==> src/rtl/rfc_pkg.sv <==
package rfc_pkg;
  // Strobes from control to datapath, valid for one clock.
  typedef struct packed {
    logic capture;      // copy both counters into the capture registers
    logic clearCounts;  // restart counters and prescaler at zero
  } rfcStrobe_t;
endpackage

==> src/rtl/rfc_sync_edge.sv <==
module rfc_sync_edge #(
  parameter int STAGES = 2
) (
  input  logic clk,
  input  logic rstN,
  input  logic sigIn,
  output logic edgePulse
);
  // sh[STAGES-1] is the synchronized level, sh[STAGES] its delayed copy
  logic [STAGES:0] sh;

  always_ff @(posedge clk) begin
    if (!rstN) sh <= '0;
    else       sh <= {sh[STAGES-1:0], sigIn};
  end

  assign edgePulse = sh[STAGES-1] & ~sh[STAGES];

  // an edge pulse never lasts more than one cycle
  assert_pulse_width_R2: assert property (@(posedge clk) disable iff (!rstN)
    edgePulse |=> !edgePulse);
endmodule

==> src/rtl/rfc_control.sv <==
module rfc_control
  import rfc_pkg::*;
#(
  parameter int CNT_W = 32
) (
  input  logic             clk,
  input  logic             rstN,
  input  logic             edgePulse,
  input  logic             armReq,
  input  logic             readyClr,
  input  logic             autoMode,
  input  logic             clearOnCapture,
  input  logic [CNT_W-1:0] cycleLimit,
  output rfcStrobe_t       strobe,
  output logic             ready
);
  logic             armed;
  logic [CNT_W-1:0] autoCnt;
  logic [CNT_W-1:0] limitEff;
  logic             windowEnd;
  logic             fire;

  assign limitEff  = (cycleLimit == '0) ? CNT_W'(1) : cycleLimit;
  assign windowEnd = (autoCnt >= limitEff - CNT_W'(1));
  assign fire      = edgePulse && !ready && (autoMode ? windowEnd : armed);

  always_ff @(posedge clk) begin
    if (!rstN)            armed <= 1'b0;
    else if (fire)        armed <= 1'b0;
    else if (armReq && !autoMode) armed <= 1'b1;
  end

  always_ff @(posedge clk) begin
    if (!rstN || !autoMode) autoCnt <= '0;
    else if (edgePulse)     autoCnt <= windowEnd ? '0 : autoCnt + CNT_W'(1);
  end

  always_ff @(posedge clk) begin
    if (!rstN)         ready <= 1'b0;
    else if (fire)     ready <= 1'b1;
    else if (readyClr) ready <= 1'b0;
  end

  always_comb begin
    strobe.capture     = fire;
    strobe.clearCounts = fire && clearOnCapture;
  end

  // capture raises ready on the next cycle
  assert_capture_sets_ready_R5: assert property (@(posedge clk) disable iff (!rstN)
    strobe.capture |=> ready);
  // ready only falls through readyClr
  assert_ready_holds_R5: assert property (@(posedge clk) disable iff (!rstN)
    (ready && !readyClr) |=> ready);
  // a manual capture consumes the arm
  assert_one_shot_R4: assert property (@(posedge clk) disable iff (!rstN)
    (strobe.capture && !autoMode) |=> !armed);
endmodule

==> src/rtl/rfc_datapath.sv <==
module rfc_datapath
  import rfc_pkg::*;
#(
  parameter int CNT_W = 32,
  parameter int PRE_W = 16
) (
  input  logic             clk,
  input  logic             rstN,
  input  logic             edgePulse,
  input  logic [PRE_W-1:0] prescale,
  input  rfcStrobe_t       strobe,
  output logic [CNT_W-1:0] capTime,
  output logic [CNT_W-1:0] capCycles
);
  logic [PRE_W-1:0] preCnt;
  logic [PRE_W-1:0] divEff;
  logic             tick;
  logic [CNT_W-1:0] timeCnt;
  logic [CNT_W-1:0] cycleCnt;

  assign divEff = (prescale < PRE_W'(2)) ? PRE_W'(1) : prescale;
  assign tick   = (preCnt >= divEff - PRE_W'(1));

  always_ff @(posedge clk) begin
    if (!rstN || strobe.clearCounts) preCnt <= '0;
    else if (tick)                   preCnt <= '0;
    else                             preCnt <= preCnt + PRE_W'(1);
  end

  always_ff @(posedge clk) begin
    if (!rstN || strobe.clearCounts) begin
      timeCnt  <= '0;
      cycleCnt <= '0;
    end else begin
      timeCnt  <= timeCnt + CNT_W'(tick);
      cycleCnt <= cycleCnt + CNT_W'(edgePulse);
    end
  end

  // The capture cycle's own tick and edge belong to this reading.
  always_ff @(posedge clk) begin
    if (!rstN) begin
      capTime   <= '0;
      capCycles <= '0;
    end else if (strobe.capture) begin
      capTime   <= timeCnt + CNT_W'(tick);
      capCycles <= cycleCnt + CNT_W'(edgePulse);
    end
  end

  // capture registers change only on a capture strobe
  assert_cap_stable_R5: assert property (@(posedge clk) disable iff (!rstN)
    !strobe.capture |=> ($stable(capTime) && $stable(capCycles)));
  // counters restart at zero after a clearing capture
  assert_clear_R6: assert property (@(posedge clk) disable iff (!rstN)
    strobe.clearCounts |=> (timeCnt == '0 && cycleCnt == '0 && preCnt == '0));
  // a capture always lands on an edge pulse, so a reading is never empty
  assert_capture_on_edge_R2: assert property (@(posedge clk) disable iff (!rstN)
    strobe.capture |-> edgePulse);
endmodule

==> src/rtl/recip_freq_counter.sv <==
module recip_freq_counter
  import rfc_pkg::*;
#(
  parameter int CNT_W       = 32,
  parameter int PRE_W       = 16,
  parameter int SYNC_STAGES = 2
) (
  input  logic             clk,
  input  logic             rstN,
  input  logic             sigIn,
  input  logic [PRE_W-1:0] prescale,
  input  logic [CNT_W-1:0] cycleLimit,
  input  logic             autoMode,
  input  logic             clearOnCapture,
  input  logic             armReq,
  input  logic             readyClr,
  output logic [CNT_W-1:0] capTime,
  output logic [CNT_W-1:0] capCycles,
  output logic             ready
);
  logic       edgePulse;
  rfcStrobe_t strobe;

  // One synchronizer shared by both counters
  rfc_sync_edge #(.STAGES(SYNC_STAGES)) u_sync (
    .clk(clk), .rstN(rstN), .sigIn(sigIn), .edgePulse(edgePulse));

  rfc_control #(.CNT_W(CNT_W)) u_ctrl (
    .clk(clk), .rstN(rstN), .edgePulse(edgePulse), .armReq(armReq),
    .readyClr(readyClr), .autoMode(autoMode), .clearOnCapture(clearOnCapture),
    .cycleLimit(cycleLimit), .strobe(strobe), .ready(ready));

  rfc_datapath #(.CNT_W(CNT_W), .PRE_W(PRE_W)) u_dp (
    .clk(clk), .rstN(rstN), .edgePulse(edgePulse), .prescale(prescale),
    .strobe(strobe), .capTime(capTime), .capCycles(capCycles));
endmodule

==> config.mk <==
export PLATFORM = sky130hd
export DESIGN_NAME = recip_freq_counter
export DESIGN_NICKNAME = d
export VERILOG_FILES = /design/src/rtl/rfc_pkg.sv /design/src/rtl/rfc_sync_edge.sv /design/src/rtl/rfc_control.sv /design/src/rtl/rfc_datapath.sv /design/src/rtl/recip_freq_counter.sv
export SDC_FILE = /design/constraint.sdc
export NUM_CORES = 1
export LEC_CHECK = 0
export BUFFER_PORTS_ARGS = -buffer_cell sky130_fd_sc_hd__buf_4
export CAP_MARGIN = 20
export CORE_UTILIZATION = 62
export CTS_CLUSTER_SIZE = 14
export DETAILED_ROUTE_END_ITERATION = 6
export PLACE_DENSITY = 0.85
export SYNTH_ARGS = -nofsm -noshare
export SYNTH_HDL_FRONTEND = slang
export SYNTH_SLANG_ARGS = --single-unit
export TNS_END_PERCENT = 10
==> constraint.sdc <==
create_clock -name clk -period 17.4 [get_ports clk]
set_input_delay 1.74 -clock clk [delete_from_list [all_inputs] [get_ports clk]]
set_output_delay 1.74 -clock clk [all_outputs]
set_load 0.03 [all_outputs]
==> results.py, run 1 <==
metrics = {
    "floorplanning": {
        "fp-row-count": 43,
        "io_pins": 120,
        "initial_core_util_pct": 63.4,
        "dieArea_um2": 14600,
        "coreArea_um2": 13800,
        "die_w_um": 121,
        "die_h_um": 121,
    },
    "yosys": {
        "ys_types": 50,
        "syn-cell-area_um2": 8770,
        "post_synth.cell_area_avg_um2": 9.18,
        "synth_edf_count": 0,
        "syn_inst": 955,
        "ys_warn_count": 0,
        "syn-num-nets": 1066,
        "ys_seq_elements": 181,
        "ys_seq_area_share_pct": 41.3,
        "async_flop_share_pct": 0,
        "synth_ff_type": "dfxtp_1",
    },
    "power": {
        "p_int_uw": 668,
        "power.leakage_nw": 4.00,
        "power_density_nw_per_um2": 82.3,
        "clockPowerShare_pct": 45.1,
        "swShare_pct": 22.4,
        "combPwrFrac_pct": 6.1,
        "worst_ir_drop_vdd_mv": 0.0847,
        "power_frac_seq_pct": 48.8,
        "p_total_uw": 860,
        "switchingPower_uw": 192,
    },
    "sta": {
        "setup_viol": 0,
        "fmax_mhz": 138,
        "max-slew-margin-rel_pct": 42.1,
        "hold_viol": 0,
        "worst_slack_ns": 10.15,
        "worst_pin_slew_ns": 0.869,
        "grt_setup_unrepaired": "no",
        "skew_ns": 0.00803,
        "finalCritPeriodShare_pct": 41.7,
        "fin_hold_ws_ns": 0.464,
        "final.min_clock_period_ns": 7.25,
        "setup-tns-final_ns": 0,
        "slew_violations": 0,
    },
    "global_routing": {
        "grt_overflow": 0,
        "grt_usage_pct": 28.3,
        "grt_pass1_vias": 7037,
        "grt_max_degree": 81,
        "grt_antenna_before_repair": 0,
        "grt_pass1_wl_mm": 33.2,
    },
    "setup_path": {
        "startpoint": "cycleLimit[19]",
        "cpPeakStageDelay_ns": 0.78,
        "reg2reg_depth": 17,
        "cp-start-kind": "primary input",
        "crit_slowest_cell": "a32o_2",
        "regToRegSetupSlack_ns": 13.96,
        "crit_required_ns": 17.75,
        "critPathCaptureType": "flop",
        "crit-reg2reg-launch": "u_dp.preCnt[0]",
        "worstSetupEndpoint": "u_dp.capTime[26]",
        "setup.worst_path.class": "in2reg",
        "crit_arrival_ns": 7.60,
        "cpMostUsedCell": "or4_4",
        "cp_max_fo": 35,
        "r2r_end": "u_dp.capTime[28]",
        "worstPathCellList": "buf_4 > or4_4 > or4_4 > or4_4 > nor2_1 > nor2_1 > ha_1 > nand2b_1 > or3_1 > nor3_2 > nand2_1 > nor3_1 > xnor2_1 > ha_1 > nand4_1 > or4_1 > o32ai_1 > a2111oi_2 > a32o_2 > buf_4 > o2bb2ai_1",
    },
    "place": {
        "dp_slack_ns": 9.77,
        "dp_hpwl_mm": 13.7,
        "dpl_cell_area_um2": 9820,
        "gp_congestion": 0.866,
        "portBuffers": 119,
    },
    "detailed_routing": {
        "viasPerCell": 5.84,
        "post_drt_wl_per_cell_um": 15.8,
        "vias": 7338,
        "ant_nets": 0,
        "wirelength_mm": 19.8,
        "drt-pass1-iter-count": 5,
        "initialDrtViolationCount": 574,
        "drc": 0,
    },
    "outcome": {
        "status": "completed",
    },
    "clocking": {
        "cts.sinks": 181,
        "numCtsBuffers": 17,
        "cts_root_buffer": "clkbuf_16",
        "cts_tree": "built",
        "cts_buffer_depth": 2,
        "cts_hold_buf": 0,
        "path_clk_slew_ns": 0.06,
        "clkLatencyLatePin_ns": 0.43,
        "cts_resized": 0,
        "cts.htree.levels": 4,
        "post-cts-setup-buffers": 0,
    },
    "run": {
        "cap_violations": 0,
    },
    "min_path": {
        "whs_path_depth": 1,
        "hold_class": "reg2reg",
    },
    "cells_and_area": {
        "fin_area_um2": 10400,
        "diodes": 0,
        "area_delta_synth_final_pct": 19.2,
        "finalNetCount": 1174,
        "drive_above_1_share_pct": 16.1,
    },
}
[worst min-delay path by stage]
stage | slack, ns | startpoint | endpoint
2_1_floorplan | 0.41 | u_sync.sh[0] | u_sync.sh[1]
3_3_place_gp | 0.45 | u_dp.capTime[4] | u_dp.capTime[4]
3_5_place_dp | 0.45 | u_dp.capTime[2] | u_dp.capTime[2]
4_1_cts | 0.47 | u_dp.capCycles[30] | u_dp.capCycles[30]
5_1_grt | 0.48 | u_dp.capCycles[12] | u_dp.capCycles[12]
6_report | 0.46 | u_dp.capTime[25] | u_dp.capTime[25]
[synthesized netlist by cell type, drive strengths merged, types with 2 or more instances]
master	number	area share (%)
dfxtp	181	41
nor2	107	4.6
xnor2	85	8.5
nor3	78	4.5
o2bb2ai	65	6.5
xor2	61	6.1
nand2	57	2.4
ha	56	8.0
nand3	39	2.3
clkbuf	31	1.3
nand4	28	2.0
inv	23	0.98
a21oi	18	1.0
and3	18	1.3
nor4	15	1.1
and4	13	1.3
and2	11	0.78
a21o	8	0.68
or4	8	0.81
nand2b	7	0.50
or3	7	0.50
buf	6	0.26
o21ai	4	0.36
o21a	3	0.26
or2	3	0.21
a311o	2	0.23
a31oi	2	0.14
nand3b	2	0.17
nor2b	2	0.23
[placed cells by master, fill, tap and decap left out, types with 23 or more instances in the layout]
master / n
buf_4: 125
nor2_1: 107
dfxtp_1: 181
xnor2_1: 85
nand2_1: 57
inv_1: 23
nor3_1: 77
ha_1: 56
o2bb2ai_1: 65
xor2_1: 61
nand4_1: 28
nand3_1: 38
[critical path, delay by kind of cell]
family,cells,cell delay [ns]
adder cells (fa/ha/maj),2,0.51
XOR/XNOR,1,0.13
AO/OA/AOI/OAI,4,1.79
AND/OR/NAND/NOR,12,2.76
buffers and inverters,2,0.62
[cells by family (layout without fill, tap and decap cells)]
family	Yosys count	count (layout)	synth area share (%)
flip-flops	181	181	41.3
buffers and inverters	60	181	2.57
AND/OR/NAND/NOR	398	398	23.0
AO/OA/AOI/OAI	114	114	10.5
XOR/XNOR	146	146	14.6
adder cells (fa/ha/maj)	56	56	7.99
[registers in the layout, indices dropped and copies added (netlist names)]
signal	count
u_ctrl.armed	1
u_ctrl.autoCnt	32
u_ctrl.ready	1
u_dp.capCycles	32
u_dp.capTime	32
u_dp.cycleCnt	32
u_dp.preCnt	16
u_dp.timeCnt	32
u_sync.sh	3
[through the flow]
stage	util [%]	std cells
CTS	75.4	1255
finish	75.6	1256
global route	75.6	1256
floorplan	-	955
global placement	71.0	1223
detailed placement	71.0	1223
[routing by layer]
metal	track usage, %	up-vias	part of all wire (%)
li1	-	3609	-
met1	36.1	3492	45
met2	47.5	200	49
met3	4.56	37	4.0
met4	11.6	0	2.2
met5	0	-	0
[power by group through the flow]
stage	registers (mW)	logic (mW)	clock network [mW]
detailed placement	0.429	0.0507	0
CTS	0.420	0.0514	0.392
floorplan	0.428	0.0296	0
global placement	0.429	0.0495	0
finish	0.420	0.0524	0.388
global route	0.420	0.0580	0.412
[cell type report]
cell class	instances	area (um^2)
clock inverters	10	119
flip-flops and latches	181	3620
clock buffers	22	484
well taps	180	225
fillers	997	3380
inverters	23	86.3
multi-input cells	714	4940
repair buffers	126	966
Power figures use the tool's default switching activity.
==> inputs of run 2 (changes only) <==
Settings changed: CORE_UTILIZATION 62 to 58, PLACE_DENSITY 0.85 to 0.8.
Clock period 17.4 ns to 7.35 ns, I/O delays scaled along.
==> run 2 against run 1 <==
The flow now finishes with violations (design-rule violations). Sequential power grew 140%. Sequential share of layout area shrank 0.23 points. Flip-flop and latch count unchanged. Global-route usage shrank 3.2 points. Non-clock buffer count increased by 2. Combinational power is 140% higher. Cell area is 0.67% higher. Clock power is 150% higher. Wire length shrank 3.4%. Largest cell class unchanged.
==> results.py, run 2 (synthesis results as in run 1) <==
metrics = {
    "floorplanning": {
        "die_w_um": 125,
        "io_pins": 120,
        "dieArea_um2": 15600,
        "die_h_um": 125,
        "initial_core_util_pct": 59.9,
        "fp-row-count": 44,
        "coreArea_um2": 14600,
    },
    "clocking": {
        "cts_resized": 0,
        "cts.sinks": 181,
        "cts_buffer_depth": 2,
        "clkLatencyLatePin_ns": 0.43,
        "cts_hold_buf": 0,
        "cts_root_buffer": "clkbuf_16",
        "numCtsBuffers": 17,
        "cts_tree": "built",
        "cts.htree.levels": 4,
        "post-cts-setup-buffers": 0,
        "path_clk_slew_ns": 0.07,
    },
    "detailed_routing": {
        "wirelength_mm": 19.1,
        "drc": 16,
        "initialDrtViolationCount": 462,
        "post_drt_wl_per_cell_um": 15.2,
        "vias": 7133,
        "ant_nets": 0,
        "viasPerCell": 5.66,
        "drt-pass1-iter-count": 7,
    },
    "cells_and_area": {
        "instances_no_fill": 1260,
        "area_delta_synth_final_pct": 20.0,
        "layout_commonest_cell": "dfxtp_1",
        "finalNetCount": 1176,
        "fill_cells": 1127,
        "drive_above_1_share_pct": 16.1,
        "fin_area_um2": 10500,
        "mostFrequentLayoutCells": "181 x dfxtp_1, 125 x buf_4, 107 x nor2_1, 85 x xnor2_1, 77 x nor3_1",
        "diodes": 0,
    },
    "setup_path": {
        "cpMostUsedCell": "or4_4",
        "crit_slowest_cell": "a2111oi_2",
        "reg2reg_depth": 17,
        "worstPathCellList": "buf_4 > or4_4 > or4_4 > or4_4 > nor2_1 > nor2_1 > ha_1 > nand2b_1 > or3_1 > nor3_2 > nand2_1 > nor3_1 > xnor2_1 > ha_1 > nand4_1 > or4_1 > o32ai_1 > a2111oi_2 > a32o_2 > buf_12 > o2bb2ai_1",
        "critPathCaptureType": "flop",
        "startpoint": "cycleLimit[19]",
        "setup.worst_path.class": "in2reg",
        "cp_top_family": "simple AND/OR/NAND/NOR gates",
        "crit_arrival_ns": 6.25,
        "cp_max_fo": 39,
        "cpPeakStageDelay_ns": 0.73,
        "crit_required_ns": 7.70,
        "path_buf_inv": 2,
        "cp_num_cells": 21,
        "crit-reg2reg-launch": "u_dp.preCnt[0]",
        "cp-start-kind": "primary input",
    },
    "global_routing": {
        "grt_overflow": 0,
        "grt_pass1_wl_mm": 32.1,
        "grt_pass1_vias": 6754,
        "grt_antenna_before_repair": 0,
        "grt_max_degree": 81,
        "grt_usage_pct": 25.0,
    },
    "min_path": {
        "hold_class": "reg2reg",
        "whs_path_depth": 1,
        "worstHoldStart": "u_dp.capTime[15]",
    },
    "place": {
        "gp_congestion": 0.886,
        "placedCellCount": 1229,
        "dp_hpwl_mm": 13.3,
        "portBuffers": 119,
        "dpl_cell_area_um2": 9860,
    },
    "sta": {
        "finalCritPeriodShare_pct": 80.3,
        "hold_viol": 0,
        "setup-tns-final_ns": 0,
        "fmax_mhz": 169,
        "final.min_clock_period_ns": 5.90,
        "skew_ns": 0.0150,
        "grt_setup_unrepaired": "no",
        "max-slew-margin-rel_pct": 49.3,
        "setup_viol": 0,
        "fin_hold_ws_ns": 0.465,
        "worst_pin_slew_ns": 0.759,
        "slew_violations": 0,
    },
    "outcome": {
        "status": "finished with violations",
        "violations": "design-rule violations",
    },
    "run": {
        "cap_violations": 0,
    },
    "power": {
        "p_total_mw": 2.09,
        "power_density_nw_per_um2": 198,
        "power.leakage_nw": 4.01,
        "worst_ir_drop_vdd_mv": 0.184,
    },
}
run 2: cell count changes in the layout (fill, tap and decap cells not counted), sizes merged:
cell / previous run / this run
clkinvlp: 0 / 3
clkinv: 6 / 1
buf: 126 / 128
clkbuf: 22 / 20
bufinv: 2 / 4
run 2: worst reg2reg max path, cell delays in order, from the launching register on:
cell and delay (ns):
dfxtp_1 0.40, inv_1 0.06, ha_1 0.26, nand2b_1 0.09, a21o_1 0.12, a21o_1 0.11
a31oi_1 0.08, o221ai_1 0.17, buf_4 0.26, ha_1 0.21, ha_1 0.21, nand2_1 0.12
nor4_1 0.28, buf_4 0.20, nand2_1 0.12, nor4_1 0.31, xnor2_1 0.20, o2bb2ai_1 0.08
run 2: routing by layer:
| layer | up-vias | GRT usage, % | part of all wire, % |
|---|---|---|---|
| li1 | 3621 | - | - |
| met1 | 3323 | 34.3 | 49 |
| met2 | 160 | 39.8 | 45 |
| met3 | 29 | 5.09 | 4.4 |
| met5 | - | 0 | 0 |
| met4 | 0 | 7.89 | 1.7 |
run 2: per-stage QoR:
| step | setup slack, ns | utilization (%) |
|---|---|---|
| detailed placement | 1.05 | 67.4 |
| CTS | 1.45 | 71.6 |
| global route | 1.09 | 71.8 |
| floorplan | 1.22 | - |
| finish | 1.45 | 71.8 |
| global placement | 1.17 | 67.4 |
run 2: worst paths after layout:
| path | slack, ns | end |
|---|---|---|
| worst min-delay path | 0.46 | u_dp.capTime[15] |
| worst max-delay path | 1.45 | u_dp.capCycles[24] |
| worst max register to register | 3.96 | u_dp.capTime[30] |
| worst min register to register | 0.46 | u_dp.capTime[15] |
run 2: report_power, final:
part	internal (mW)	switching, mW	total, mW	leakage (nW)
clock	0.588	0.378	0.965	0.297
sequential	0.987	0.00720	0.994	1.46
combinational	0.0567	0.0692	0.126	2.26
total	1.63	0.454	2.09	4.01
run 2: area by class of cell:
type	count	area, um^2	share of cell area, %
flip-flops and latches	181	3620	34.4
clock inverters	10	171	1.63
repair buffers	128	1010	9.56
multi-input cells	714	4940	47.0
clock buffers	20	457	4.34
inverters	23	86.3	0.821
well taps	184	230	2.19
